--- config.mk ---
export PLATFORM = sky130hd
export DESIGN_NAME = sixstep_commutator
export DESIGN_NICKNAME = d
export VERILOG_FILES = /design/src/rtl/sixstep_pkg.sv /design/src/rtl/sixstep_trig_edge.sv /design/src/rtl/sixstep_event_ctrl.sv /design/src/rtl/sixstep_chan.sv /design/src/rtl/sixstep_commutator.sv
export SDC_FILE = /design/constraint.sdc
export NUM_CORES = 1
export LEC_CHECK = 0
export ABC_CLOCK_PERIOD_IN_PS = 1700
export BUFFER_PORTS_ARGS = -buffer_cell sky130_fd_sc_hd__clkbuf_2
export CORE_AREA = 2 2 71 53
export DETAILED_ROUTE_END_ITERATION = 10
export DIE_AREA = 0 0 73 55
export PLACE_DENSITY = 0.73
export SLEW_MARGIN = 40
export SYNTH_ARGS = -nofsm -noshare
export SYNTH_HDL_FRONTEND = slang
export SYNTH_SLANG_ARGS = --single-unit
--- constraint.sdc ---
create_clock -name clk -period 1.7 [get_ports clk]
set_input_delay 0.17 -clock clk [delete_from_list [all_inputs] [get_ports clk]]
set_output_delay 0.17 -clock clk [all_outputs]
set_load 0.01 [all_outputs]
--- src/rtl/sixstep_pkg.sv ---
package sixstep_pkg;

    localparam int MODE_W = 4;
    localparam int CFG_W  = MODE_W + 2;

    localparam logic [MODE_W-1:0] MODE_FORCE_LOW  = 4'b0100;
    localparam logic [MODE_W-1:0] MODE_FORCE_HIGH = 4'b0101;

    localparam int ADDR_GEN    = 0;
    localparam int ADDR_STATUS = 1;
    localparam int ADDR_CTRL   = 2;
    localparam int ADDR_CHBASE = 3;

    typedef struct packed {
        logic              comp_en;
        logic              main_en;
        logic [MODE_W-1:0] mode;
    } cfg_t;

    typedef enum logic { TRG_LOW, TRG_HIGH } trg_state_e;
    typedef enum logic { FLAG_IDLE, FLAG_SET } flag_state_e;

endpackage

--- src/rtl/sixstep_trig_edge.sv ---
module sixstep_trig_edge
    import sixstep_pkg::*;
(
    input  logic clk,
    input  logic rst_n,
    input  logic trg_in,
    output logic trig_evt
);

    trg_state_e st_q, st_nx;

    always_ff @(posedge clk or negedge rst_n) begin
        if (!rst_n) st_q <= TRG_HIGH;
        else        st_q <= st_nx;
    end

    always_comb begin
        st_nx    = st_q;
        trig_evt = 1'b0;
        unique case (st_q)
            TRG_LOW: begin
                if (trg_in) begin
                    st_nx    = TRG_HIGH;
                    trig_evt = 1'b1;
                end
            end
            TRG_HIGH: begin
                if (!trg_in) st_nx = TRG_LOW;
            end
        endcase
    end

endmodule

--- src/rtl/sixstep_event_ctrl.sv ---
module sixstep_event_ctrl
    import sixstep_pkg::*;
(
    input  logic clk,
    input  logic rst_n,
    input  logic evt,
    input  logic clr_req,
    input  logic irq_en,
    input  logic dma_en,
    output logic status_flag,
    output logic irq,
    output logic dma_req
);

    flag_state_e st_q, st_nx;
    logic        dma_q;

    always_ff @(posedge clk or negedge rst_n) begin
        if (!rst_n) begin
            st_q  <= FLAG_IDLE;
            dma_q <= 1'b0;
        end else begin
            st_q  <= st_nx;
            dma_q <= evt && dma_en;
        end
    end

    always_comb begin
        st_nx = st_q;
        unique case (st_q)
            FLAG_IDLE: if (evt) st_nx = FLAG_SET;
            FLAG_SET:  if (!evt && clr_req) st_nx = FLAG_IDLE;
        endcase
    end

    always_comb begin
        status_flag = (st_q == FLAG_SET);
        irq         = status_flag && irq_en;
        dma_req     = dma_q;
    end

endmodule

--- src/rtl/sixstep_chan.sv ---
module sixstep_chan
    import sixstep_pkg::*;
(
    input  logic clk,
    input  logic rst_n,
    input  logic pl_we,
    input  cfg_t pl_data,
    input  logic commute,
    input  logic pwm_ref,
    output cfg_t active,
    output logic oc,
    output logic ocn
);

    cfg_t pl_q, act_q;
    logic ref_eff;

    always_ff @(posedge clk or negedge rst_n) begin
        if (!rst_n) begin
            pl_q  <= '0;
            act_q <= '0;
        end else begin
            if (commute) act_q <= pl_q;
            if (pl_we)   pl_q  <= pl_data;
        end
    end

    always_comb begin
        unique case (act_q.mode)
            MODE_FORCE_LOW:  ref_eff = 1'b0;
            MODE_FORCE_HIGH: ref_eff = 1'b1;
            default:         ref_eff = pwm_ref;
        endcase
        oc     = act_q.main_en && ref_eff;
        ocn    = act_q.comp_en && !ref_eff;
        active = act_q;
    end

endmodule

--- src/rtl/sixstep_commutator.sv ---
module sixstep_commutator
    import sixstep_pkg::*;
#(
    parameter int NCH    = 3,
    parameter int ADDR_W = 3
) (
    input  logic              clk,
    input  logic              rst_n,
    input  logic [NCH-1:0]    pwm_ref,
    input  logic              trg_in,
    input  logic              wr_en,
    input  logic [ADDR_W-1:0] wr_addr,
    input  logic [CFG_W-1:0]  wr_data,
    output logic [NCH-1:0]    oc,
    output logic [NCH-1:0]    ocn,
    output logic              status_flag,
    output logic              irq,
    output logic              dma_req
);

    localparam int SH_W = NCH * CFG_W;

    logic            trig_evt, sw_evt, evt, clr_req;
    logic [1:0]      ctrl_q;
    logic [SH_W-1:0] sh_flat;

    always_comb begin
        sw_evt  = wr_en && (wr_addr == ADDR_W'(ADDR_GEN)) && wr_data[0];
        clr_req = wr_en && (wr_addr == ADDR_W'(ADDR_STATUS)) && !wr_data[0];
        evt     = sw_evt || trig_evt;
    end

    always_ff @(posedge clk or negedge rst_n) begin
        if (!rst_n)
            ctrl_q <= 2'b00;
        else if (wr_en && (wr_addr == ADDR_W'(ADDR_CTRL)))
            ctrl_q <= wr_data[1:0];
    end

    sixstep_trig_edge u_trig (
        .clk      (clk),
        .rst_n    (rst_n),
        .trg_in   (trg_in),
        .trig_evt (trig_evt)
    );

    sixstep_event_ctrl u_evt (
        .clk         (clk),
        .rst_n       (rst_n),
        .evt         (evt),
        .clr_req     (clr_req),
        .irq_en      (ctrl_q[0]),
        .dma_en      (ctrl_q[1]),
        .status_flag (status_flag),
        .irq         (irq),
        .dma_req     (dma_req)
    );

    for (genvar g = 0; g < NCH; g++) begin : g_ch
        cfg_t act;
        sixstep_chan u_ch (
            .clk     (clk),
            .rst_n   (rst_n),
            .pl_we   (wr_en && (wr_addr == ADDR_W'(ADDR_CHBASE + g))),
            .pl_data (cfg_t'(wr_data)),
            .commute (evt),
            .pwm_ref (pwm_ref[g]),
            .active  (act),
            .oc      (oc[g]),
            .ocn     (ocn[g])
        );
        assign sh_flat[g*CFG_W +: CFG_W] = act;
    end

endmodule

Yosys cells after proc, flatten, opt, wreduce, memory -nomap -nowiden --
Cells that the tools add are included.
Word-level totals: input bits 16, output and inout port bits 9, bits in registers 41, word-level logic and storage cells 66
Operators by class: bitwise gates (word level) 1, equal/unequal tests 11, multiplexer cells 8, reduce and logical (&&, ||, !) cells 24
Operators by type and width (count):
- equality test 4 x 3 -> 1 bit (second input constant) | 6
- logical AND 1 bit | 17
- one-hot mux 1 bit (2 select lines) | 4
- equality test 3 x 2 -> 1 bit (second input constant) | 2
- equality test 3 bit (second input constant) | 2
- zero test 1 bit | 5
- two-way mux 1 bit | 4
- equality test 3 x 1 -> 1 bit (second input constant) | 1
- zero test 3 bit | 1
- logical OR 1 bit | 1
- inverter 1 bit | 1

Longest topological paths before layout --
depth in word-level cells 8, depth in mapped cells 4, depth with buffers taken out 3

By module --
Synthesis repeated with hierarchy kept, for this count alone.
Unflattened totals: cells, all modules 121, area, all modules 1953.1 µm²
By module, submodules not included:
- sixstep_chan | area each 563.0 µm², cells an instance 33, times used 3, sequential area each 300.3 µm²
- sixstep_commutator | area each 150.1 µm², cells an instance 14, times used 1, sequential area each 50.0 µm²
- sixstep_event_ctrl | area each 73.8 µm², cells an instance 6, times used 1, sequential area each 50.0 µm²
- sixstep_trig_edge | area each 40.0 µm², cells an instance 2, times used 1, sequential area each 26.3 µm²

Worst setup path after synthesis --
Ideal clock, no wire load.
path type reg2reg, from register u_trig.st_q, to register g_ch[0].u_ch.act_q (netlist bit g_ch[0].u_ch.active[4]), library setup time 127 ps, period minus slack after synthesis 1359 ps, data arrival time 1232 ps, path slack 341 ps, cell stages (with the launch flop) 5, required time 1573 ps, path buffers 1, cells stage by stage dfstp_2 nand2b_1 o21ai_4 buf_6 mux2_1
On the way: word-level cells in the longest chain between the ends 2
Ends and longest elaborated chain:
- start: declaration | RTL line sixstep_trig_edge.sv:10 | trg_state_e st_q, st_nx;
- start signal: assignment | RTL line sixstep_trig_edge.sv:14 | else st_q <= st_nx;
- two-way mux 1 bit | RTL line sixstep_trig_edge.sv:20 | unique case (st_q)
- logical OR 1 bit | RTL line sixstep_commutator.sv:30 | evt = sw_evt || trig_evt;
- end signal: assignment | RTL line sixstep_chan.sv:23 | if (commute) act_q <= pl_q;
- end: declaration | RTL line sixstep_chan.sv:15 | cfg_t pl_q, act_q;
Every way passes these cells. A chain may end at the register's enable or synchronous reset.

Final worst setup path --
from register g_ch[0].u_ch.act_q (netlist bit g_ch[0].u_ch.active[1]), to output ocn[0]
On the way: word-level cells in the longest chain between the ends 4, elaborated cells on any way between the ends 5, those cells by class eq/ne (2); mux (1); reduce/logical (2)
Ends and longest elaborated chain:
- equality test 4 x 3 -> 1 bit | RTL line sixstep_chan.sv:29 | unique case (act_q.mode)
- one-hot mux 1 bit (2 select lines) * | RTL line sixstep_chan.sv:29
- zero test 1 bit * | RTL line sixstep_chan.sv:35 | ocn = act_q.comp_en && !ref_eff;
- logical AND 1 bit * | RTL line sixstep_chan.sv:35
- end: declaration | RTL line sixstep_commutator.sv:15 | output logic [NCH-1:0] ocn,
Mark *: on every way between the ends. The rest lies on a longest branch, timed or not.

==> out/results.md <==
| Parameter | Value |
|---|---|
| Outcome | completed |
| Max capacitance violation total | 0 |
| Area growth from synthesis to final layout | 15.62% |
| Net count reported at finish | 157 |
| Period utilization | 93.73% |
| Sequential share of the synthesized area | 59.11% |
| Maximum clock frequency | 627.6 MHz |
| Count of unresolved DRC violations after routing | 0 |
| Total standard cell area after synthesis | 0.001738 mm^2 |
| Classification of the worst-slack hold path | input port to flip-flop |
| Fraction of final layout cells sized beyond drive strength 1 | 48.59% |
| Die Footprint | 0.004015 mm^2 |
| CTS Root Cell | sky130_fd_sc_hd__clkbuf_8 |
| TritonCTS clock tree | built |
| PD cells | 1246 mW/mm^2 |
| Largest area contributor in the synthesized netlist | sky130_fd_sc_hd__dfrtp_1 |
| Setup repair after global routing missed its margin | false |
| Instance count of the mapped netlist | 114 |
| Setup-violating endpoint count in the final report | 0 |
| Setup slack after placement | 325.5 ps |
| Minimum clock period | 1593 ps |
| Count of synthesis-stage warnings from yosys | 0 |
| Source-to-sink clock delay at the later pin of the worst-skew pair | 280 ps |
| Total negative slack | 0 ps |
| Wire length of the first global-routing pass | 4547 um |
| Fraction of post-synthesis cell area in the top cell type by area | 57.60% |
| Worst slew margin relative to its limit | 66.56% |
| Netlist cell types | 23 |
| Setup crit end kind | output port |
| Antenna diode instance count | 0 |
| Total overflow reported by the global router | 0 |
| Kind of critical path | flip-flop to output port |
| Clock slew at the register clock pins of the worst setup and hold paths | 70 ps |
| Number of clock sinks | 41 |
| Floorplan Core Area | 0.003356 mm^2 |
| Number of placement rows | 18 |
| Maximum net fanout on the critical path | 2 |
| Final GP Congestion | 0.7393 |
| Net count of the mapped netlist | 130 |
| Number of vias after detailed routing | 951 |
| Setup crit start kind | flip-flop |
| Quantity of I/O buffers inserted on ports | 24 |
| Worst Max-Slew Pin Slew | 501.6 ps |
| Leakage power | 0.9146 nW |
| Total Routed Length | 2793 um |
| Largest clock skew in the final design | 2.669 ps |
| Vias in the first global route | 960 |
| Flop and latch count out of synthesis | 41 |
| CTS Buf Count | 5 |
| First-iteration detailed-routing DRC count | 20 |
| Per-instance average area after synthesis | 15.24 um^2 |
| Maximum number of buffers from clock root to sink | 2 |
| HPWL after detailed placement | 2074 um |
| # H-tree levels | 2 |
| Aggregate global-route resource usage | 15.59% |
| Post-route ant nets | 0 |
| Initial antenna violation count | 0 |
| Required time at the endpoint of the critical path | 1530 ps |
| Final hold vios | 0 |
| Minimum setup slack in the final design | 106.6 ps |
| Most frequent cells in the layout | sky130_fd_sc_hd__dfrtp_1, sky130_fd_sc_hd__mux2_2, sky130_fd_sc_hd__clkbuf_2 |
| Die Ht | 55 um |
| End-of-flow core utilization | 59.88% |
| Die width | 73 um |
| Smallest hold slack | 165.5 ps |
| CP arrival | 1420 ps |
| Number of pins exceeding their max-slew limit in the final report | 0 |
| Maximum number of pins on one net before global-route repair | 42 |
| Leading cell types by total area after synthesis | sky130_fd_sc_hd__dfrtp_1, sky130_fd_sc_hd__mux2_2, sky130_fd_sc_hd__mux2_1 |
| Routed via count divided by cell count | 5.225 |
| Starting utilization of the core area | 51.79% |
| Commonest non-fill, non-tap cell in the layout | sky130_fd_sc_hd__dfrtp_1 |
| Routed wire per std cell | 15.35 um |
| Length of the first detailed-routing pass in iterations | 4 |
| I/O pin total | 25 |
| Peak VDD IR | 850.4 uV |
==> cell families (layout without fill, tap and decap cells) <==
group | count (synthesis) | count (layout) | synth area share (%)
simple gates | 19 | 19 | 8.712
buf+inv | 10 | 38 | 3.959
mux | 41 | 41 | 26.35
compound gates | 3 | 3 | 1.872
flops | 41 | 41 | 59.11
==> synth_stat cells (all sizes together) <==
cell type and n:
dfrtp 40, nor3b 3, nand2 1, o21ai 1, nand4bb 1, and2 5
mux2i 3, nor4b 1, mux2 38, nor2b 3, buf 8, dfstp 1
nor4bb 1, a31oi 1, nor3 1, o211a 1, clkbuf 1, nand4b 2
inv 1, nand2b 1
==> registers in the layout, summed over array words and instances (netlist names) <==
signal             cells
g_ch.u_ch.active      18
u_evt.dma_req          1
u_evt.status_flag      1
u_trig.st_q            1
g_ch.u_ch.pl_q        18
ctrl_q                 2
==> power by group <==
part | total [mW] | switching [mW] | internal, mW
Clock | 0.667 | 0.300 | 0.366
Sequential | 1.36 | 0.128 | 1.23
Combinational | 0.481 | 0.191 | 0.291
Total | 2.50 | 0.619 | 1.89
==> worst paths after layout <==
kind / startpoint / endpoint / slack (ps) / cells past startpoint
min in group asynchronous: rst_n / g_ch[2].u_ch.active[4]$_DFFE_PN0P_ / 480 / 3
worst max register to register: u_trig.st_q$_DFF_PN1_ / g_ch[1].u_ch.active[2]$_DFFE_PN0P_ / 330 / 4
worst min-delay path: wr_data[4] / g_ch[0].u_ch.pl_q[4]$_DFFE_PN0P_ / 170 / 2
worst min register to register: ctrl_q[1]$_DFFE_PN0P_ / u_evt.dma_req$_DFF_PN0_ / 480 / 1
max in group asynchronous: rst_n / u_trig.st_q$_DFF_PN1_ / 860 / 3
worst max-delay path: g_ch[0].u_ch.active[1]$_DFFE_PN0P_ / ocn[0] / 110 / 4
==> area by class of cell <==
cell class                 instances  area [um^2]
timing repair buffer              29        175.2
clock buffer                       7        96.34
fill                             269         1346
tap                               40        50.05
multi-input combinational         63        651.9
inverter                           1        3.754
clock inverter                     1        5.005
sequential                        41         1027
==> per-layer routing <==
metal  global-route usage [%]  up-vias  wire, um
met1                    20.68      476      1294
met3                    4.529        2       105
met2                    24.77       22      1379
li1                         -      451         -
met4                    5.556        0        13
met5                        0        -         0
==> stage by stage <==
step	std cells	power, mW	area [um^2]
after floorplan	114	1.713	1738
after global placement	172	1.821	1878
after detailed placement	172	1.857	1878
after CTS	182	2.534	1999
after global routing	182	2.659	2009
final	182	2.505	2009
==> critical path: stages, from the launching register on <==
cell and delay [ps]:
sky130_fd_sc_hd__dfrtp_1 380, sky130_fd_sc_hd__nor3b_1 250, sky130_fd_sc_hd__mux2i_1 250, sky130_fd_sc_hd__and2_1 140, sky130_fd_sc_hd__clkbuf_2 120
==> repair_timing <==
action / in CTS / in global routing
hold buffers: 2 / 0
endpoints found under the hold margin: 41 / 0
buffers inserted: 0 / 0
endpoints found under the setup margin: 0 / 2
resized for setup: 0 / 2
No activity file was read; power rests on OpenSTA's default activity.
